===== config.mk =====
export PLATFORM = sky130hd
export DESIGN_NAME = baud_gen
export DESIGN_NICKNAME = d
export VERILOG_FILES = /design/src/rtl/baud_pkg.sv /design/src/rtl/baud_cfg_hold.sv /design/src/rtl/baud_div_chain.sv /design/src/rtl/baud_gen.sv
export SDC_FILE = /design/constraint.sdc
export NUM_CORES = 1
export LEC_CHECK = 0
export ABC_AREA = 1
export BUFFER_PORTS_ARGS = -buffer_cell sky130_fd_sc_hd__buf_2
export CORE_UTILIZATION = 40
export DETAILED_ROUTE_END_ITERATION = 10
export PLACE_DENSITY = 0.52
export SKIP_LAST_GASP = 1
export SYNTH_ARGS = -nofsm -noshare
export SYNTH_HDL_FRONTEND = slang
export SYNTH_SLANG_ARGS = --single-unit

===== constraint.sdc =====
create_clock -name clk -period 3.7 [get_ports clk]
set_input_delay 0.555 -clock clk [delete_from_list [all_inputs] [get_ports clk]]
set_output_delay 0.555 -clock clk [all_outputs]
set_load 0.05 [all_outputs]

===== src/rtl/baud_pkg.sv =====
package baud_pkg;

    localparam int PR_SEL_W  = 2;
    localparam int POW_SEL_W = 3;
    localparam int FINE_W    = 8;
    localparam int PR_MAX    = 13;
    localparam int PR_CNT_W  = $clog2(PR_MAX + 1);
    localparam int POW_CNT_W = (1 << POW_SEL_W) - 1;

    typedef struct packed {
        logic [PR_SEL_W-1:0]  pr_sel;
        logic [POW_SEL_W-1:0] pow_sel;
        logic [FINE_W-1:0]    fine;
    } rate_cfg_t;

    // Terminal counts (divide value minus one) for each stage
    typedef struct packed {
        logic [PR_CNT_W-1:0]  pr_last;
        logic [POW_CNT_W-1:0] pow_last;
        logic [FINE_W-1:0]    fine_last;
    } div_terms_t;

    function automatic logic [PR_CNT_W-1:0] pr_terminal(input logic [PR_SEL_W-1:0] code);
        logic [PR_CNT_W-1:0] t;
        case (code)
            2'b00:   t = PR_CNT_W'(0);
            2'b01:   t = PR_CNT_W'(2);
            2'b10:   t = PR_CNT_W'(3);
            default: t = PR_CNT_W'(PR_MAX - 1);
        endcase
        return t;
    endfunction

    function automatic logic [POW_CNT_W-1:0] pow_terminal(input logic [POW_SEL_W-1:0] sel);
        logic [POW_CNT_W:0] weight;
        weight = (POW_CNT_W + 1)'(1) << sel;
        return POW_CNT_W'(weight - (POW_CNT_W + 1)'(1));
    endfunction

    function automatic logic [FINE_W-1:0] fine_terminal(input logic [FINE_W-1:0] f);
        return (f == '0) ? '0 : f - FINE_W'(1);
    endfunction

endpackage


===== src/rtl/baud_cfg_hold.sv =====
module baud_cfg_hold
    import baud_pkg::*;
(
    input  logic       clk,
    input  logic       rst_n,
    input  logic       en,
    input  rate_cfg_t  cfg_i,
    output div_terms_t terms_o
);

    typedef struct packed {
        div_terms_t terms;
    } hold_t;

    hold_t hold_d, hold_q;

    always_comb begin
        hold_d = hold_q;
        if (!en) begin
            hold_d.terms.pr_last   = pr_terminal(cfg_i.pr_sel);
            hold_d.terms.pow_last  = pow_terminal(cfg_i.pow_sel);
            hold_d.terms.fine_last = fine_terminal(cfg_i.fine);
        end
    end

    always_ff @(posedge clk or negedge rst_n) begin
        if (!rst_n) begin
            hold_q <= '0;
        end else begin
            hold_q <= hold_d;
        end
    end

    assign terms_o = hold_q.terms;

endmodule


===== src/rtl/baud_div_chain.sv =====
module baud_div_chain
    import baud_pkg::*;
#(
    parameter int OS_RATIO = 16
) (
    input  logic       clk,
    input  logic       rst_n,
    input  logic       en,
    input  div_terms_t terms,
    output logic       samp_tick,
    output logic       bit_tick
);

    localparam int OS_W    = (OS_RATIO > 1) ? $clog2(OS_RATIO) : 1;
    localparam int OS_LAST = OS_RATIO - 1;

    typedef struct packed {
        logic [PR_CNT_W-1:0]  pr_cnt;
        logic [POW_CNT_W-1:0] pow_cnt;
        logic [FINE_W-1:0]    fine_cnt;
        logic [OS_W-1:0]      os_cnt;
        logic                 samp;
        logic                 bitp;
    } chain_t;

    chain_t ch_d, ch_q;
    logic   pr_wrap, pow_wrap, fine_wrap, os_wrap;

    always_comb begin
        ch_d      = ch_q;
        ch_d.samp = 1'b0;
        ch_d.bitp = 1'b0;
        pr_wrap   = (ch_q.pr_cnt == terms.pr_last);
        pow_wrap  = pr_wrap && (ch_q.pow_cnt == terms.pow_last);
        fine_wrap = pow_wrap && (ch_q.fine_cnt == terms.fine_last);
        os_wrap   = fine_wrap && (ch_q.os_cnt == OS_W'(OS_LAST));
        if (!en) begin
            ch_d.pr_cnt   = '0;
            ch_d.pow_cnt  = '0;
            ch_d.fine_cnt = '0;
            ch_d.os_cnt   = '0;
        end else begin
            ch_d.pr_cnt = pr_wrap ? '0 : ch_q.pr_cnt + PR_CNT_W'(1);
            if (pr_wrap) begin
                ch_d.pow_cnt = pow_wrap ? '0 : ch_q.pow_cnt + POW_CNT_W'(1);
            end
            if (pow_wrap) begin
                ch_d.fine_cnt = fine_wrap ? '0 : ch_q.fine_cnt + FINE_W'(1);
            end
            if (fine_wrap) begin
                ch_d.os_cnt = os_wrap ? '0 : ch_q.os_cnt + OS_W'(1);
            end
            ch_d.samp = fine_wrap;
            ch_d.bitp = os_wrap;
        end
    end

    always_ff @(posedge clk or negedge rst_n) begin
        if (!rst_n) begin
            ch_q <= '0;
        end else begin
            ch_q <= ch_d;
        end
    end

    assign samp_tick = ch_q.samp;
    assign bit_tick  = ch_q.bitp;

endmodule


===== src/rtl/baud_gen.sv =====
module baud_gen
    import baud_pkg::*;
#(
    parameter int OS_RATIO = 16
) (
    input  logic                 clk,
    input  logic                 rst_n,
    input  logic [PR_SEL_W-1:0]  pr_sel,
    input  logic [POW_SEL_W-1:0] tx_pow_sel,
    input  logic [POW_SEL_W-1:0] rx_pow_sel,
    input  logic [FINE_W-1:0]    tx_fine,
    input  logic [FINE_W-1:0]    rx_fine,
    input  logic                 tx_en,
    input  logic                 rx_en,
    output logic                 tx_samp_tick,
    output logic                 tx_bit_tick,
    output logic                 rx_samp_tick,
    output logic                 rx_bit_tick
);

    localparam int NDIR = 2;

    rate_cfg_t             cfg_in [NDIR];
    logic      [NDIR-1:0]  en_v;
    logic      [NDIR-1:0]  samp_v;
    logic      [NDIR-1:0]  bit_v;

    assign cfg_in[0] = '{pr_sel: pr_sel, pow_sel: tx_pow_sel, fine: tx_fine};
    assign cfg_in[1] = '{pr_sel: pr_sel, pow_sel: rx_pow_sel, fine: rx_fine};
    assign en_v      = {rx_en, tx_en};

    for (genvar d = 0; d < NDIR; d++) begin : g_dir
        div_terms_t terms;

        baud_cfg_hold u_hold (
            .clk     (clk),
            .rst_n   (rst_n),
            .en      (en_v[d]),
            .cfg_i   (cfg_in[d]),
            .terms_o (terms)
        );

        baud_div_chain #(
            .OS_RATIO (OS_RATIO)
        ) u_chain (
            .clk       (clk),
            .rst_n     (rst_n),
            .en        (en_v[d]),
            .terms     (terms),
            .samp_tick (samp_v[d]),
            .bit_tick  (bit_v[d])
        );
    end

    assign tx_samp_tick = samp_v[0];
    assign tx_bit_tick  = bit_v[0];
    assign rx_samp_tick = samp_v[1];
    assign rx_bit_tick  = bit_v[1];

endmodule


### Word level (Yosys, flattened, before mapping)

Cells that the tools add are included.

* bits in registers: 88
* input bits: 28

* $add $sub $neg: 12
* equality and inequality tests: 16
* shift-type cells: 2
* mux-type cells: 21
* reductions and logical operators: 9

Operators by type and width (count)
* $mux W8: 6
* $mux W23: 2
* $mux W7: 4
* $mux W4: 6
* $add A4 B1 Y4 const B: 4
* $add A8 B1 Y8 const B: 2
* $eq A8 B8 Y1: 2
* $logic_not A8 Y1: 2
* $sub A8 B1 Y8 const B: 2
* $add A7 B1 Y7 const B: 2
* $eq A7 B7 Y1: 2
* $shl A1 B3 Y7 const A: 2
* $sub A7 B1 Y7 const B: 2
* $ne A2 B1 Y1 const B: 6
* $pmux W4 S3: 1
* $eq A4 B4 Y1: 2
* $eq A4 B4 Y1 const B: 2
* $logic_and A1 B1 Y1: 6
* $mux W2: 2
* $eq A2 B1 Y1 const B: 1
* $eq A2 B2 Y1 const B: 1
* $logic_not A2 Y1: 1

### Longest topological paths before layout

Gate-level depths: netlist of the first run.

* word-level depth: 7
* mapped depth: 11

### By module

A second synthesis of the first run with hierarchy kept.

* cell total of the unflattened synthesis: 658
* area total of the unflattened synthesis: 5027.3 sq um

Modules (own cells, without submodules)
* baud_div_chain: instances 2, cells each 220, area an instance 1634.1 sq um
* baud_cfg_hold: instances 2, cells each 109, area an instance 879.6 sq um

### Worst setup path before layout of the first run

Ideal clock, no wire load.

* path kind: input -> register
* from: input port rx_fine[1]
* to: register g_dir[1].u_hold.hold_q, in the netlist g_dir[1].u_hold.terms_o[7]
* library setup time: 0.128 ns
* arrival time: 1.341 ns
* path slack: 2.231 ns
* stages: 7
* path through: inv_1 -> ha_1 -> nand3_1 -> o21ai_1 -> a21oi_1 -> nand2_1 -> o21ai_0

* word-level cells in the longest chain between the ends: 2

RTL lines
* start: declaration: RTL line baud_gen.sv:12 `input logic [FINE_W-1:0] rx_fine,`
* $sub A8 B1 Y8 or $logic_not A8 Y1 (tied branches): RTL line baud_pkg.sv:41 `return (f == '0) ? '0 : f - FINE_W'(1);`
* $mux W8 (*): RTL line baud_pkg.sv:41
* end signal: assignment: RTL line baud_cfg_hold.sv:30 `hold_q <= hold_d;`
* end: declaration: RTL line baud_cfg_hold.sv:15 `hold_t hold_d, hold_q;`

Mark *: on every way between the ends. The rest lies on a longest branch, timed or not.
A chain may end at the register's enable or synchronous reset.

### Final worst setup path of the first run

* from: register g_dir[0].u_chain.ch_q[23] in the netlist's numbering
* to: register g_dir[0].u_chain.ch_q[18] in the netlist's numbering

* word-level cells in the longest chain between the ends: 5

RTL lines
* start: declaration: RTL line baud_div_chain.sv:26 `chain_t ch_d, ch_q;`
* start signal: assignment: RTL line baud_div_chain.sv:62 `ch_q <= ch_d;`
* $eq A4 B4 Y1 (*): RTL line baud_div_chain.sv:33 `pr_wrap = (ch_q.pr_cnt == terms.pr_last);`
* $logic_and A1 B1 Y1: RTL line baud_div_chain.sv:34 `pow_wrap = pr_wrap && (ch_q.pow_cnt == terms.pow_last);`
* $mux W7: RTL line baud_div_chain.sv:45 `ch_d.pow_cnt = pow_wrap ? '0 : ch_q.pow_cnt + POW_CNT_W'(1);`
* $mux W7: RTL line baud_div_chain.sv:44 `if (pr_wrap) begin`
* $mux W23: RTL line baud_div_chain.sv:37 `if (!en) begin`

Mark *: on every way between the ends. The rest lies on a longest branch, timed or not. The select of a mux whose other input is x is not followed.

==> impl_results.html, run 1 <==
<table>
<tr><th>Metric</th><th>Value</th></tr>
<tr><th colspan="2">Setup path</th></tr>
<tr><td>Critical path cell sequence</td><td>nor2_1 &gt; nand2_1 &gt; nand2_1 &gt; nand3_2 &gt; nand2_1 &gt; nand2_1 &gt; nand2_1 &gt; nand2_1 &gt; nor2_1</td></tr>
<tr><td>Cell with the biggest individual delay on the critical path</td><td>sky130_fd_sc_hd__dfrtp_1</td></tr>
<tr><td>Path depth of the worst reg2reg path</td><td>9</td></tr>
<tr><td>Most frequent cell on the critical path</td><td>sky130_fd_sc_hd__nand2_1</td></tr>
<tr><td>Max stage delay on crit path</td><td>roughly 0.43 ns</td></tr>
<tr><td>R2r setup slk</td><td>2.10 ns</td></tr>
<tr><td>Data required time of the worst path</td><td>3.98 ns</td></tr>
<tr><td>Critical path data arrival time</td><td>1.89 ns</td></tr>
<tr><td>Worst reg2reg path startpoint</td><td>g_dir[0].u_chain.ch_q[23]</td></tr>
<tr><td>Crit path launch</td><td>g_dir[0].u_chain.ch_q[23]</td></tr>
<tr><td>Critical register-to-register path endpoint</td><td>g_dir[0].u_chain.ch_q[18]</td></tr>
<tr><td>Critical Path End</td><td>g_dir[0].u_chain.ch_q[18]</td></tr>
<tr><td>Crit path capture type</td><td>register</td></tr>
<tr><td>Crit Path Class</td><td>register to register</td></tr>
<tr><td>Maximum net fanout on the critical path</td><td>13</td></tr>
<tr><td>Crit path launch type</td><td>register</td></tr>
<tr><th colspan="2">Timing</th></tr>
<tr><td>Final Hold Viols</td><td>0</td></tr>
<tr><td>RSZ-0062 raised after global routing</td><td>false</td></tr>
<tr><td>Final slew viol count</td><td>0</td></tr>
<tr><td>Clock period minus final worst setup slack</td><td>1.60 ns</td></tr>
<tr><td>Final setup violating endpoints</td><td>0</td></tr>
<tr><td>Worst max-slew margin expressed relative to the limit</td><td>approximately 33%</td></tr>
<tr><td>Worst Tran Pin Value</td><td>1.00 ns</td></tr>
<tr><td>Timing-limited maximum frequency</td><td>~620 MHz</td></tr>
<tr><td>Final period util</td><td>a little over two fifths</td></tr>
<tr><td>Total negative slack</td><td>0 ns</td></tr>
<tr><td>Worst Skew</td><td>roughly 0.0067 ns</td></tr>
<tr><td>Worst hold margin</td><td>0.355 ns</td></tr>
<tr><td>Worst setup margin</td><td>2.10 ns</td></tr>
<tr><th colspan="2">Clock network</th></tr>
<tr><td>Maximum clock insertion buffer count</td><td>2</td></tr>
<tr><td>Clock Latency Late Sink</td><td>0.34 ns</td></tr>
<tr><td>TritonCTS clock tree</td><td>built</td></tr>
<tr><td>Number of buffers inserted for hold repair after clock tree synthesis</td><td>0</td></tr>
<tr><td>Clock transition at the register clock pins on the worst setup and hold paths after CTS</td><td>~0.060 ns</td></tr>
<tr><td>Resized cells post-CTS</td><td>0</td></tr>
<tr><td>Clock sink total</td><td>86</td></tr>
<tr><td>Clock root cell</td><td>sky130_fd_sc_hd__clkbuf_16</td></tr>
<tr><td>Total setup buffers inserted after CTS</td><td>0</td></tr>
<tr><td>CTS buffer count</td><td>9</td></tr>
<tr><td>CTS H-Tree Depth</td><td>3</td></tr>
<tr><th colspan="2">Logic synthesis</th></tr>
<tr><td>Post-Syn Area</td><td>5080 um^2</td></tr>
<tr><td>Sequential element share of the synthesized area</td><td>42.4%</td></tr>
<tr><td>Number of warnings reported in the yosys synthesis log</td><td>0</td></tr>
<tr><td>Net count after synthesis</td><td>just over 700</td></tr>
<tr><td>Gate count of the mapped netlist</td><td>678</td></tr>
<tr><td>Distinct cells, synth</td><td>30</td></tr>
<tr><td>Mean Syn Cell Area</td><td>7.49 um^2</td></tr>
<tr><td>Number of register bits inferred by synthesis</td><td>between 80 and 90</td></tr>
<tr><th colspan="2">Power and ir drop</th></tr>
<tr><td>Switching share of total power</td><td>27.8%</td></tr>
<tr><td>Part of the power in combinational logic</td><td>14.5%</td></tr>
<tr><td>Internal Pwr Total</td><td>1.62 mW</td></tr>
<tr><td>Maximum ir drop on the vdd rail</td><td>210 uV</td></tr>
<tr><td>Sequential Power Share</td><td>between 40% and 50%</td></tr>
<tr><td>Leak Pwr</td><td>between 3 and 4 nW</td></tr>
<tr><td>Total net switching power</td><td>just over 600 uW</td></tr>
<tr><td>Total Power Consumption</td><td>2.24 mW</td></tr>
<tr><td>Power Density</td><td>396 nW/um^2</td></tr>
<tr><td>Clock network fraction of design power</td><td>38.9%</td></tr>
<tr><th colspan="2">Die</th></tr>
<tr><td>Area of the core region</td><td>12200 um^2</td></tr>
<tr><td>Die H</td><td>115 um</td></tr>
<tr><td>Initial core utilization</td><td>41.6%</td></tr>
<tr><td>Area of the die</td><td>13100 um^2</td></tr>
<tr><td>IO Count</td><td>32</td></tr>
<tr><td>Die extent in x</td><td>115 um</td></tr>
<tr><td>Standard-cell rows</td><td>40</td></tr>
<tr><th colspan="2">GRT</th></tr>
<tr><td>Number of antenna violations at the first check in global routing</td><td>0</td></tr>
<tr><td>Gr ovfl total</td><td>0</td></tr>
<tr><td>Pin count of the biggest net entering global routing</td><td>78</td></tr>
<tr><td>Vias in the first global route</td><td>~4000</td></tr>
<tr><td>Wire length of the first global-routing pass</td><td>18.9 mm</td></tr>
<tr><td>Tot GR Track Use</td><td>between 15 and 20%</td></tr>
<tr><th colspan="2">Route</th></tr>
<tr><td>Wire length per cell</td><td>12.1 um</td></tr>
<tr><td>Via density</td><td>4.79</td></tr>
<tr><td>Post-DRT Antenna Nets</td><td>0</td></tr>
<tr><td>Detailed-route DRC error count</td><td>0</td></tr>
<tr><td>Drt total wl</td><td>~11 mm</td></tr>
<tr><td>Via count of the routed design</td><td>around 4200</td></tr>
<tr><td>DRT Pass-1 Iters</td><td>4</td></tr>
<tr><td>1st-iter DRT viols</td><td>179</td></tr>
<tr><th colspan="2">Placed design</th></tr>
<tr><td>Weighted congestion reported at the end of routability-driven placement</td><td>0.802</td></tr>
<tr><td>Count of input and output buffers</td><td>31</td></tr>
<tr><td>Place WS</td><td>1.79 ns</td></tr>
<tr><td>Half-perimeter wire length after detailed placement</td><td>7.70 mm</td></tr>
<tr><th colspan="2">Final layout</th></tr>
<tr><td>Most frequent standard cell in the layout excluding fill and tap cells</td><td>sky130_fd_sc_hd__nand2_1</td></tr>
<tr><td>Area Growth Syn to Fin</td><td>11.6%</td></tr>
<tr><td>Fraction of layout instances using a drive strength above 1</td><td>11.1%</td></tr>
<tr><td>Filler Cell Count</td><td>1262</td></tr>
<tr><td>Leading cell types in the layout, fill and taps excluded</td><td>sky130_fd_sc_hd__nand2_1 (210), sky130_fd_sc_hd__inv_1 (101), sky130_fd_sc_hd__dfrtp_1 (86), sky130_fd_sc_hd__nor2_1 (52), sky130_fd_sc_hd__nand3_1 (44)</td></tr>
<tr><td>N_diodes</td><td>0</td></tr>
<tr><td>Final net count</td><td>750</td></tr>
<tr><th colspan="2">Status</th></tr>
<tr><td>Result of the run</td><td>finished, final reports clean</td></tr>
<tr><th colspan="2">Job</th></tr>
<tr><td>MaxCap Viol Count</td><td>0</td></tr>
<tr><th colspan="2">Min path</th></tr>
<tr><td>Type of the worst min-delay path</td><td>input port to asynchronous set/reset pin</td></tr>
</table>
## per-stage QoR
step                instance area (um^2)  utilization [%]  cells
floorplan                           5080                -    678
global placement                    5390             44.1    865
detailed placement                  5390             44.1    865
CTS                                 5670             46.4    881
global route                        5670             46.4    881
finish                              5670             46.4    881
## cells by family (layout without fill, tap and decap cells)
kind of cell / Yosys count / after routing / share of synthesized area (%)
xor gates and xnor gates: 31 / 31 / 5.35
and+or+nand+nor: 373 / 373 / 33.3
buffers and inverters: 125 / 160 / 9.68
AOI/OAI and AO/OA: 49 / 49 / 5.84
adders and majority gates: 14 / 14 / 3.45
DFF: 86 / 86 / 42.4
## cells in the mapped netlist (all sizes together)
cell | instances | share of area (%)
nand3 | 45 | 4.5
inv | 111 | 8.2
a21oi | 2 | 0.20
xnor2 | 7 | 1.2
nor2 | 64 | 6.4
o21ai | 24 | 2.6
o221ai | 1 | 0.17
o31ai | 2 | 0.30
o22ai | 15 | 1.8
ha | 14 | 3.5
o211ai | 5 | 0.74
xor2 | 24 | 4.1
nand4 | 35 | 4.3
nand2 | 219 | 17
nor3 | 10 | 1.1
dfrtp | 86 | 42
clkbuf | 8 | 0.59
buf | 6 | 0.89
## flip-flops by register name, summed over array words and instances (netlist names)
| name | cells |
|---|---|
| g_dir.u_chain.bit_tick | 2 |
| g_dir.u_chain.ch_q | 46 |
| g_dir.u_chain.samp_tick | 2 |
| g_dir.u_hold.terms_o | 36 |
## layout make-up
cell class | count | area, um^2 | area share (%)
Clock buffer | 16 | 282 | 4.97
Inverter | 111 | 417 | 7.35
Multi-Input combinational cell | 467 | 2430 | 42.9
Sequential cell | 86 | 2150 | 38.0
Tap cell | 168 | 210 | 3.71
Timing Repair Buffer | 33 | 173 | 3.05
## worst max-delay path, delay by kind of cell (launching register included)
family / cells / cell delay, ns
simple gates: 9 / 1.12
flops: 1 / 0.43
## worst min-delay path by stage
stage	end	slack, ns	cells after the start
global placement	g_dir[1].u_hold.terms_o[11]	0.49	2
floorplan	g_dir[0].u_chain.bit_tick	0.26	0
CTS	g_dir[0].u_hold.terms_o[0]	0.40	2
global route	g_dir[0].u_hold.terms_o[0]	0.41	2
finish	g_dir[0].u_chain.ch_q[23]	0.35	1
detailed placement	g_dir[1].u_hold.terms_o[14]	0.49	2
## per-layer routing
metal	GRT usage, %	wire length (um)	up-vias
li1	-	-	2198
met1	23.0	5030	1963
met2	31.2	5200	53
met3	4.61	334	8
met4	4.94	109	0
met5	0	0	-
## power by group through the flow
stage | combinational, mW | clock (mW) | sequential [mW]
2_1_floorplan | 0.245 | 0 | 1.05
3_3_place_gp | 0.325 | 0 | 1.06
3_5_place_dp | 0.331 | 0 | 1.06
4_1_cts | 0.333 | 0.901 | 1.04
5_1_grt | 0.377 | 0.929 | 1.05
6_report | 0.325 | 0.873 | 1.04
(Power assumes the default switching activity.)
==> inputs of run 2 (changes only) <==
Settings changed: ABC_AREA 1 to 0, PLACE_DENSITY 0.52 to 0.53.
Clock period 3.7 ns to 1.5 ns, I/O delays scaled along.
==> run 2 against run 1 <==
The flow now finishes with violations (negative setup slack). Final cell count decreased by 15%. First-iteration DRC count decreased by 42%. Largest cell class unchanged. Flip-flop and latch count unchanged. Utilization increased by 11 points. Synthesized cell count decreased by 30%. Hold slack got worse by 0.28 ns.
==> impl_results.html, run 2 <==
<table>
<tr><th>Metric</th><th>Value</th></tr>
<tr><th colspan="2">Timing</th></tr>
<tr><td>Final setup violating endpoints</td><td>42 (was 0)</td></tr>
<tr><td>Timing-limited maximum frequency</td><td>545 MHz (was 623 MHz)</td></tr>
<tr><td>RSZ-0062 raised after global routing</td><td>true (was false)</td></tr>
<tr><td>Final Hold Viols</td><td>0 (unchanged)</td></tr>
<tr><td>Worst Tran Pin Value</td><td>0.429 ns (was 1.00 ns)</td></tr>
<tr><td>Final slew viol count</td><td>0 (unchanged)</td></tr>
<tr><td>Worst Skew</td><td>0.0112 ns (was 0.00671 ns)</td></tr>
<tr><td>Clock period minus final worst setup slack</td><td>1.83 ns (was 1.60 ns)</td></tr>
<tr><td>Worst max-slew margin expressed relative to the limit</td><td>71.2% (was 33.1%)</td></tr>
<tr><td>Worst setup margin</td><td>-0.335 ns (was 2.10 ns)</td></tr>
<tr><td>Final period util</td><td>122% (was 43.4%)</td></tr>
<tr><td>Total negative slack</td><td>-8.69 ns (was 0 ns)</td></tr>
<tr><th colspan="2">Placed design</th></tr>
<tr><td>Half-perimeter wire length after detailed placement</td><td>7.04 mm (was 7.70 mm)</td></tr>
<tr><td>Weighted congestion reported at the end of routability-driven placement</td><td>0.786 (was 0.802)</td></tr>
<tr><td>Number of cells in the design after placement</td><td>704 (was 865)</td></tr>
<tr><td>Count of input and output buffers</td><td>31 (unchanged)</td></tr>
<tr><th colspan="2">Min path</th></tr>
<tr><td>Type of the worst min-delay path</td><td>input port to register (was input port to asynchronous set/reset pin)</td></tr>
<tr><td>Worst hold path depth</td><td>2</td></tr>
<tr><th colspan="2">Logic synthesis</th></tr>
<tr><td>Mean Syn Cell Area</td><td>9.47 um^2 (was 7.49 um^2)</td></tr>
<tr><td>Number of warnings reported in the yosys synthesis log</td><td>0 (unchanged)</td></tr>
<tr><td>Gate count of the mapped netlist</td><td>475 (was 678)</td></tr>
<tr><td>Net count after synthesis</td><td>517 (was 720)</td></tr>
<tr><td>Synth area leaders</td><td>sky130_fd_sc_hd__dfrtp_1 (48%), sky130_fd_sc_hd__xnor2_1 (7.2%), sky130_fd_sc_hd__nand2_1 (5.4%), sky130_fd_sc_hd__xor2_1 (4.3%), sky130_fd_sc_hd__o21ai_0 (4.0%) (was sky130_fd_sc_hd__dfrtp_1 (42%), sky130_fd_sc_hd__nand2_1 (16%), sky130_fd_sc_hd__inv_1 (7.5%), sky130_fd_sc_hd__nand3_1 (4.3%), sky130_fd_sc_hd__nand4_1 (4.3%))</td></tr>
<tr><td>Main flop type after synthesis</td><td>sky130_fd_sc_hd__dfrtp_1 (unchanged)</td></tr>
<tr><td>Number of register bits inferred by synthesis</td><td>86 (unchanged)</td></tr>
<tr><td>Area share of the largest cell type after synthesis</td><td>47.8% (was 42.4%)</td></tr>
<tr><td>Sequential element share of the synthesized area</td><td>47.8% (was 42.4%)</td></tr>
<tr><td>Distinct cells, synth</td><td>43 (was 30)</td></tr>
<tr><td>Proportion of register bits with asynchronous set or reset after synthesis</td><td>100% (unchanged)</td></tr>
<tr><td>Post-Syn Area</td><td>4500 um^2 (was 5080 um^2)</td></tr>
<tr><td>Largest area contributor in the netlist</td><td>sky130_fd_sc_hd__dfrtp_1 (unchanged)</td></tr>
<tr><td>Top cells by count, synth</td><td>sky130_fd_sc_hd__dfrtp_1 (86), sky130_fd_sc_hd__nand2_1 (65), sky130_fd_sc_hd__xnor2_1 (37) (was sky130_fd_sc_hd__nand2_1 (210), sky130_fd_sc_hd__inv_1 (101), sky130_fd_sc_hd__dfrtp_1 (86))</td></tr>
<tr><td>EDFF count, synth</td><td>0 (unchanged)</td></tr>
<tr><td>Most common cell in the netlist</td><td>sky130_fd_sc_hd__dfrtp_1 (was sky130_fd_sc_hd__nand2_1)</td></tr>
<tr><th colspan="2">Status</th></tr>
<tr><td>Violated checks</td><td>negative setup slack</td></tr>
<tr><td>Result of the run</td><td>finished with violations (was finished, final reports clean)</td></tr>
<tr><th colspan="2">Power and ir drop</th></tr>
<tr><td>Total Power Consumption</td><td>5.69 mW (was 2.24 mW)</td></tr>
<tr><td>Maximum ir drop on the vdd rail</td><td>522 uV (was 210 uV)</td></tr>
<tr><td>Leak Pwr</td><td>2.82 nW (was 3.07 nW)</td></tr>
<tr><td>Power Density</td><td>905 nW/um^2 (was 396 nW/um^2)</td></tr>
<tr><th colspan="2">GRT</th></tr>
<tr><td>Wire length of the first global-routing pass</td><td>18.1 mm (was 18.9 mm)</td></tr>
<tr><td>Vias in the first global route</td><td>3886 (was 4046)</td></tr>
<tr><td>Number of antenna violations at the first check in global routing</td><td>0 (unchanged)</td></tr>
<tr><td>Pin count of the biggest net entering global routing</td><td>45 (was 78)</td></tr>
<tr><td>Gr ovfl total</td><td>0 (unchanged)</td></tr>
<tr><td>Tot GR Track Use</td><td>19.8% (was 18.3%)</td></tr>
<tr><th colspan="2">Final layout</th></tr>
<tr><td>Multi-input gate area in the final layout</td><td>2630 um^2 (was 2430 um^2)</td></tr>
<tr><td>Number of cells in the finished layout apart from fillers</td><td>746 (was 881)</td></tr>
<tr><td>Max reg flops</td><td>46 (unchanged)</td></tr>
<tr><td>N_diodes</td><td>0 (unchanged)</td></tr>
<tr><td>Final net count</td><td>643 (was 750)</td></tr>
<tr><td>Most frequent standard cell in the layout excluding fill and tap cells</td><td>sky130_fd_sc_hd__dfrtp_1 (was sky130_fd_sc_hd__nand2_1)</td></tr>
<tr><td>Fraction of the core area covered by cells at the end of the flow</td><td>57.7% (was 46.4%)</td></tr>
<tr><td>Filler Cell Count</td><td>961 (was 1262)</td></tr>
<tr><td>Fraction of layout instances using a drive strength above 1</td><td>37.0% (was 11.1%)</td></tr>
<tr><td>Register with the most flip-flops</td><td>g_dir.u_chain.ch_q (unchanged)</td></tr>
<tr><td>Sequential standard cell area</td><td>2150 um^2 (unchanged)</td></tr>
<tr><td>Area Growth Syn to Fin</td><td>39.6% (was 11.6%)</td></tr>
<tr><td>Leading cell types in the layout, fill and taps excluded</td><td>sky130_fd_sc_hd__dfrtp_1 (86), sky130_fd_sc_hd__buf_4 (80), sky130_fd_sc_hd__nand2_1 (61), sky130_fd_sc_hd__xnor2_1 (32), sky130_fd_sc_hd__o21ai_0 (31) (was sky130_fd_sc_hd__nand2_1 (210), sky130_fd_sc_hd__inv_1 (101), sky130_fd_sc_hd__dfrtp_1 (86), sky130_fd_sc_hd__nor2_1 (52), sky130_fd_sc_hd__nand3_1 (44))</td></tr>
<tr><th colspan="2">Die</th></tr>
<tr><td>Area of the die</td><td>11700 um^2 (was 13100 um^2)</td></tr>
<tr><td>Area of the core region</td><td>10900 um^2 (was 12200 um^2)</td></tr>
<tr><td>Die extent in x</td><td>108 um (was 115 um)</td></tr>
<tr><td>Initial core utilization</td><td>41.3% (was 41.6%)</td></tr>
<tr><td>IO Count</td><td>32 (unchanged)</td></tr>
<tr><td>Die H</td><td>108 um (was 115 um)</td></tr>
<tr><td>Standard-cell rows</td><td>38 (was 40)</td></tr>
<tr><th colspan="2">Route</th></tr>
<tr><td>Wire length per cell</td><td>13.9 um (was 12.1 um)</td></tr>
<tr><td>Via count of the routed design</td><td>3759 (was 4222)</td></tr>
<tr><td>DRT Pass-1 Iters</td><td>4 (unchanged)</td></tr>
<tr><td>1st-iter DRT viols</td><td>104 (was 179)</td></tr>
<tr><td>Via density</td><td>5.04 (was 4.79)</td></tr>
<tr><td>Detailed-route DRC error count</td><td>0 (unchanged)</td></tr>
<tr><td>Post-DRT Antenna Nets</td><td>0 (unchanged)</td></tr>
<tr><td>Drt total wl</td><td>10.4 mm (was 10.7 mm)</td></tr>
<tr><th colspan="2">Setup path</th></tr>
<tr><td>Crit Path Class</td><td>register to register (unchanged)</td></tr>
<tr><td>Critical path depth in cells</td><td>5 (was 9)</td></tr>
<tr><td>Cell with the biggest individual delay on the critical path</td><td>sky130_fd_sc_hd__or4_1 (was sky130_fd_sc_hd__dfrtp_1)</td></tr>
<tr><td>Maximum net fanout on the critical path</td><td>6 (was 13)</td></tr>
<tr><td>Path depth of the worst reg2reg path</td><td>5 (was 9)</td></tr>
<tr><td>Critical path cell sequence</td><td>nor3_4 &gt; o211ai_4 &gt; or3_4 &gt; or4_1 &gt; a21oi_1 (was nor2_1 &gt; nand2_1 &gt; nand2_1 &gt; nand3_2 &gt; nand2_1 &gt; nand2_1 &gt; nand2_1 &gt; nand2_1 &gt; nor2_1)</td></tr>
<tr><td>Max stage delay on crit path</td><td>0.47 ns (was 0.43 ns)</td></tr>
<tr><td>Data required time of the worst path</td><td>1.80 ns (was 3.98 ns)</td></tr>
<tr><td>Total buffers and inverters traversed by the critical path</td><td>0 (unchanged)</td></tr>
<tr><td>Critical path data arrival time</td><td>2.13 ns (was 1.89 ns)</td></tr>
<tr><td>Crit path launch type</td><td>register (unchanged)</td></tr>
<tr><td>CP top delay family</td><td>simple AND/OR/NAND/NOR gates (unchanged)</td></tr>
<tr><td>Crit path capture type</td><td>register (unchanged)</td></tr>
<tr><th colspan="2">Clock network</th></tr>
<tr><td>Clock root cell</td><td>sky130_fd_sc_hd__clkbuf_8 (was sky130_fd_sc_hd__clkbuf_16)</td></tr>
<tr><td>Clock Latency Late Sink</td><td>0.37 ns (was 0.34 ns)</td></tr>
<tr><td>CTS buffer count</td><td>9 (unchanged)</td></tr>
<tr><td>Maximum clock insertion buffer count</td><td>2 (unchanged)</td></tr>
<tr><td>Clock sink total</td><td>86 (unchanged)</td></tr>
<tr><td>Clock transition at the register clock pins on the worst setup and hold paths after CTS</td><td>0.10 ns (was 0.06 ns)</td></tr>
<tr><td>TritonCTS clock tree</td><td>built (unchanged)</td></tr>
<tr><td>CTS H-Tree Depth</td><td>3 (unchanged)</td></tr>
<tr><th colspan="2">Job</th></tr>
<tr><td>MaxCap Viol Count</td><td>0 (unchanged)</td></tr>
</table>
-- run 2: timing repair --
| action | CTS | global route |
|---|---|---|
| pin swaps | 41 | 28 |
| hold buffers | 1 | 0 |
| resized for setup | 59 | 38 |
| cloned | 1 | 0 |
| setup endpoints to repair | 42 | 42 |
| buffers inserted | 12 | 12 |
| endpoints found under the hold margin | 18 | 0 |
-- run 2: cell type report --
type	instances	area share, %
multi-input cells	356	41.8
flip-flops and latches	86	34.2
repair buffers	132	16.6
well taps	140	2.79
clock buffers	9	1.97
clock inverters	7	1.65
inverters	16	0.956
-- run 2: where the power goes --
part,internal [mW],switching (mW)
Combinational,0.622,0.606
Sequential,2.47,0.122
Clock,0.962,0.911
-- run 2: final timing paths --
| check | from | endpoint | slack (ns) |
|---|---|---|---|
| worst min register to register | g_dir[0].u_hold.terms_o[7] | g_dir[0].u_hold.terms_o[7] | 0.51 |
| max in group asynchronous | rst_n | g_dir[1].u_hold.terms_o[0] | 0.68 |
| worst min-delay path | tx_fine[0] | g_dir[0].u_hold.terms_o[0] | 0.08 |
| worst max-delay path | g_dir[1].u_hold.terms_o[17] | g_dir[1].u_chain.ch_q[4] | -0.33 |
| min in group asynchronous | rst_n | g_dir[1].u_chain.samp_tick | 0.29 |
| worst max register to register | g_dir[1].u_hold.terms_o[17] | g_dir[1].u_chain.ch_q[4] | -0.33 |
-- run 2: metrics by stage --
stage	worst slack [ns]	cell area [um^2]	hold slack, ns
after floorplan	-0.294	4560	-0.0706
after detailed placement	-0.443	5410	0.143
after CTS	-0.324	6000	0.0609
after global routing	-0.404	6280	0.0788
after global placement	-0.377	5410	0.141
final	-0.335	6280	0.0759
-- run 2: logic make-up (layout without fill, tap and decap cells) --
family          after synthesis  after routing  synth area share [%]
compound gates               91             91                  12.1
xor+xnor                     59             59                  11.5
fa+ha+maj                    14             14                  3.89
buf+inv                      33            164                  2.81
flops                        86             86                  47.8
mux                          10             10                  2.39
simple gates                182            182                  19.5
-- run 2: metal layers --
layer | track usage (%) | vias up | wire length [um]
met5 | 0 | - | 0
met4 | 5.87 | 0 | 112
met3 | 3.86 | 10 | 211
met2 | 32.7 | 41 | 5070
met1 | 26.1 | 1805 | 5010
li1 | - | 1903 | -
==> inputs of run 3 (changes only) <==
Clock period 1.5 ns to 2 ns, I/O delays scaled along.
==> run 3 against run 2 <==
The flow now finishes without violations. Combinational power shrank 52%. Clock-buffer cell count grew 4. First-iteration DRC count up 64%. Via count shrank 8.8%. Register-to-register slack better by 0.43 ns. Non-clock buffer count down 78. Setup slack better by 0.43 ns. Global-route usage shrank 2.5 points. Final area is 18% lower. Clock skew rose by 0.0018 ns.
==> impl_results.html, run 3 (synthesized netlist as in run 2, its figures left out) <==
<table>
<tr><th>Metric</th><th>Value</th></tr>
<tr><th colspan="2">Route</th></tr>
<tr><td>Drt total wl</td><td>9.10 mm (was 10.4 mm)</td></tr>
<tr><td>Via density</td><td>5.13 (was 5.04)</td></tr>
<tr><td>Post-DRT Antenna Nets</td><td>0 (unchanged)</td></tr>
<tr><td>Via count of the routed design</td><td>3430 (was 3759)</td></tr>
<tr><td>Wire length per cell</td><td>13.6 um (was 13.9 um)</td></tr>
<tr><td>DRT Pass-1 Iters</td><td>4 (unchanged)</td></tr>
<tr><td>Detailed-route DRC error count</td><td>0 (unchanged)</td></tr>
<tr><td>1st-iter DRT viols</td><td>171 (was 104)</td></tr>
<tr><th colspan="2">Timing</th></tr>
<tr><td>Worst max-slew margin expressed relative to the limit</td><td>68.0% (was 71.2%)</td></tr>
<tr><td>Total negative slack</td><td>0 ns (was -8.69 ns)</td></tr>
<tr><td>Final period util</td><td>95.3% (was 122%)</td></tr>
<tr><td>Worst Skew</td><td>0.0130 ns (was 0.0112 ns)</td></tr>
<tr><td>Worst Tran Pin Value</td><td>0.479 ns (was 0.429 ns)</td></tr>
<tr><td>Final slew viol count</td><td>0 (unchanged)</td></tr>
<tr><td>Final Hold Viols</td><td>0 (unchanged)</td></tr>
<tr><td>RSZ-0062 raised after global routing</td><td>false (was true)</td></tr>
<tr><td>Worst hold margin</td><td>0.159 ns (was 0.0759 ns)</td></tr>
<tr><td>Final setup violating endpoints</td><td>0 (was 42)</td></tr>
<tr><td>Clock period minus final worst setup slack</td><td>1.91 ns (was 1.83 ns)</td></tr>
<tr><td>Timing-limited maximum frequency</td><td>525 MHz (was 545 MHz)</td></tr>
<tr><th colspan="2">Clock network</th></tr>
<tr><td>CTS H-Tree Depth</td><td>3 (unchanged)</td></tr>
<tr><td>Clock sink total</td><td>86 (unchanged)</td></tr>
<tr><td>CTS buffer count</td><td>9 (unchanged)</td></tr>
<tr><td>TritonCTS clock tree</td><td>built (unchanged)</td></tr>
<tr><td>Clock transition at the register clock pins on the worst setup and hold paths after CTS</td><td>0.08 ns (was 0.10 ns)</td></tr>
<tr><td>Clock Latency Late Sink</td><td>0.36 ns (was 0.37 ns)</td></tr>
<tr><td>Clock root cell</td><td>sky130_fd_sc_hd__clkbuf_8 (unchanged)</td></tr>
<tr><td>Total setup buffers inserted after CTS</td><td>0 (was 12)</td></tr>
<tr><td>Maximum clock insertion buffer count</td><td>2 (unchanged)</td></tr>
<tr><th colspan="2">GRT</th></tr>
<tr><td>Met1 Track Usage GR</td><td>23.5% (was 26.1%)</td></tr>
<tr><td>Layer with the highest usage after global routing</td><td>met2 (unchanged)</td></tr>
<tr><td>Tot GR Track Use</td><td>17.2% (was 19.8%)</td></tr>
<tr><td>Vias in the first global route</td><td>3417 (was 3886)</td></tr>
<tr><td>Met2 track utilization from global routing</td><td>27.3% (was 32.7%)</td></tr>
<tr><td>Gr ovfl total</td><td>0 (unchanged)</td></tr>
<tr><td>Met3 Track Usage GR</td><td>2.35% (was 3.86%)</td></tr>
<tr><td>Wire length of the first global-routing pass</td><td>15.8 mm (was 18.1 mm)</td></tr>
<tr><td>Pin count of the biggest net entering global routing</td><td>87 (was 45)</td></tr>
<tr><td>Number of antenna violations at the first check in global routing</td><td>0 (unchanged)</td></tr>
<tr><th colspan="2">Placed design</th></tr>
<tr><td>Count of input and output buffers</td><td>31 (unchanged)</td></tr>
<tr><td>Weighted congestion reported at the end of routability-driven placement</td><td>0.793 (was 0.786)</td></tr>
<tr><td>Half-perimeter wire length after detailed placement</td><td>6.39 mm (was 7.04 mm)</td></tr>
<tr><th colspan="2">Die</th></tr>
<tr><td>Die H</td><td>108 um (unchanged)</td></tr>
<tr><td>Area of the die</td><td>11700 um^2 (unchanged)</td></tr>
<tr><td>Die extent in x</td><td>108 um (unchanged)</td></tr>
<tr><td>Area of the core region</td><td>10900 um^2 (unchanged)</td></tr>
<tr><td>Initial core utilization</td><td>41.3% (unchanged)</td></tr>
<tr><td>IO Count</td><td>32 (unchanged)</td></tr>
<tr><td>Standard-cell rows</td><td>38 (unchanged)</td></tr>
<tr><th colspan="2">Setup path</th></tr>
<tr><td>Data required time of the worst path</td><td>2.24 ns (was 1.80 ns)</td></tr>
<tr><td>R2r setup slk</td><td>0.09 ns (was -0.33 ns)</td></tr>
<tr><td>Crit path capture type</td><td>register (unchanged)</td></tr>
<tr><td>Crit path launch type</td><td>register (unchanged)</td></tr>
<tr><td>Critical path data arrival time</td><td>2.15 ns (was 2.13 ns)</td></tr>
<tr><td>Maximum net fanout on the critical path</td><td>7 (was 6)</td></tr>
<tr><td>Crit Path Class</td><td>register to register (unchanged)</td></tr>
<tr><th colspan="2">Power and ir drop</th></tr>
<tr><td>Switching share of total power</td><td>27.5% (was 28.8%)</td></tr>
<tr><td>Clock network fraction of design power</td><td>33.3% (was 32.9%)</td></tr>
<tr><td>Total net switching power</td><td>1.05 mW (was 1.64 mW)</td></tr>
<tr><td>Part of the power in combinational logic</td><td>15.5% (was 21.6%)</td></tr>
<tr><td>Power Density</td><td>737 nW/um^2 (was 905 nW/um^2)</td></tr>
<tr><td>Sequential Power Share</td><td>51.2% (was 45.5%)</td></tr>
<tr><td>Maximum ir drop on the vdd rail</td><td>390 uV (was 522 uV)</td></tr>
<tr><td>Leak Pwr</td><td>2.29 nW (was 2.82 nW)</td></tr>
<tr><td>Internal Pwr Total</td><td>2.76 mW (was 4.05 mW)</td></tr>
<tr><th colspan="2">Final layout</th></tr>
<tr><td>Filler Cell Count</td><td>1047 (was 961)</td></tr>
<tr><td>Max reg flops</td><td>46 (unchanged)</td></tr>
<tr><td>Fraction of layout instances using a drive strength above 1</td><td>16.5% (was 37.0%)</td></tr>
<tr><td>Register with the most flip-flops</td><td>g_dir.u_chain.ch_q (unchanged)</td></tr>
<tr><td>N_diodes</td><td>0 (unchanged)</td></tr>
<tr><td>Final net count</td><td>565 (was 643)</td></tr>
<tr><td>Area Growth Syn to Fin</td><td>14.9% (was 39.6%)</td></tr>
<tr><td>Most frequent standard cell in the layout excluding fill and tap cells</td><td>sky130_fd_sc_hd__dfrtp_1 (unchanged)</td></tr>
<tr><td>Leading cell types in the layout, fill and taps excluded</td><td>sky130_fd_sc_hd__dfrtp_1 (85), sky130_fd_sc_hd__nand2_1 (65), sky130_fd_sc_hd__xnor2_1 (37), sky130_fd_sc_hd__o21ai_0 (36) (was sky130_fd_sc_hd__dfrtp_1 (86), sky130_fd_sc_hd__buf_4 (80), sky130_fd_sc_hd__nand2_1 (61), sky130_fd_sc_hd__xnor2_1 (32), sky130_fd_sc_hd__o21ai_0 (31))</td></tr>
<tr><th colspan="2">Job</th></tr>
<tr><td>MaxCap Viol Count</td><td>0 (unchanged)</td></tr>
<tr><th colspan="2">Status</th></tr>
<tr><td>Result of the run</td><td>finished, final reports clean (was finished with violations)</td></tr>
<tr><th colspan="2">Min path</th></tr>
<tr><td>Type of the worst min-delay path</td><td>input port to register (unchanged)</td></tr>
</table>
==> run 3: through the flow <==
step           setup WS, ns  utilization [%]  instances  power (mW)  instance area (um^2)
6_report             0.0937             47.5        668        3.81                  5170
5_1_grt             0.00389             47.5        668        4.02                  5170
4_1_cts              0.0207             47.4        668        3.87                  5160
3_5_place_dp         0.0412             45.4        651        2.58                  4940
3_3_place_gp         0.0875             45.4        651        2.56                  4940
2_1_floorplan         0.122                -        475        2.33                  4500
==> run 3: final cells by class <==
type                    count  area (um^2)  area share, %
clock buffers              13          159           3.07
clock inverters             3         42.5          0.822
inverters                  16         60.1           1.16
multi-input cells         356         2240           43.3
flip-flops and latches     86         2150           41.6
well taps                 140          175           3.39
repair buffers             54          345           6.68
==> run 3: metal layers <==
layer,up-vias,part of all wire (%)
met3,11,2.3
met2,56,44
met5,-,0
met1,1622,51
li1,1741,-
met4,0,1.9
==> run 3: worst paths after layout <==
check | cells after the start | end | startpoint
max | 6 | g_dir[1].u_chain.ch_q[11] | g_dir[1].u_chain.ch_q[22]
min reg2reg | 2 | g_dir[1].u_hold.terms_o[3] | g_dir[1].u_hold.terms_o[3]
min in group asynchronous | 3 | g_dir[0].u_hold.terms_o[12] | rst_n
max reg2reg | 6 | g_dir[1].u_chain.ch_q[11] | g_dir[1].u_chain.ch_q[22]
min | 2 | g_dir[0].u_hold.terms_o[0] | tx_fine[0]
max in group asynchronous | 3 | g_dir[1].u_hold.terms_o[7] | rst_n
==> run 3: timing repair <==
item                                   4_1_cts  5_1_grt
endpoints found under the hold margin       70        0
setup endpoints to repair                    0       10
gates resized for setup                      0        4
hold buffers                                 1        0
==> run 3: power by group through the flow <==
| stage | logic (mW) | registers (mW) | clock network (mW) |
|---|---|---|---|
| 5_1_grt | 0.679 | 1.97 | 1.37 |
| 4_1_cts | 0.599 | 1.95 | 1.32 |
| 3_5_place_dp | 0.595 | 1.99 | 0 |
| 2_1_floorplan | 0.371 | 1.96 | 0 |
| 6_report | 0.592 | 1.95 | 1.27 |
| 3_3_place_gp | 0.581 | 1.98 | 0 |
==> run 3: critical path, stage by stage, from the launching register on <==
cell and delay, ns:
sky130_fd_sc_hd__dfrtp_1 0.41, sky130_fd_sc_hd__xnor2_1 0.19, sky130_fd_sc_hd__o211ai_2 0.14, sky130_fd_sc_hd__or3_4 0.43, sky130_fd_sc_hd__buf_4 0.17, sky130_fd_sc_hd__a22o_1 0.22
sky130_fd_sc_hd__a22o_1 0.22
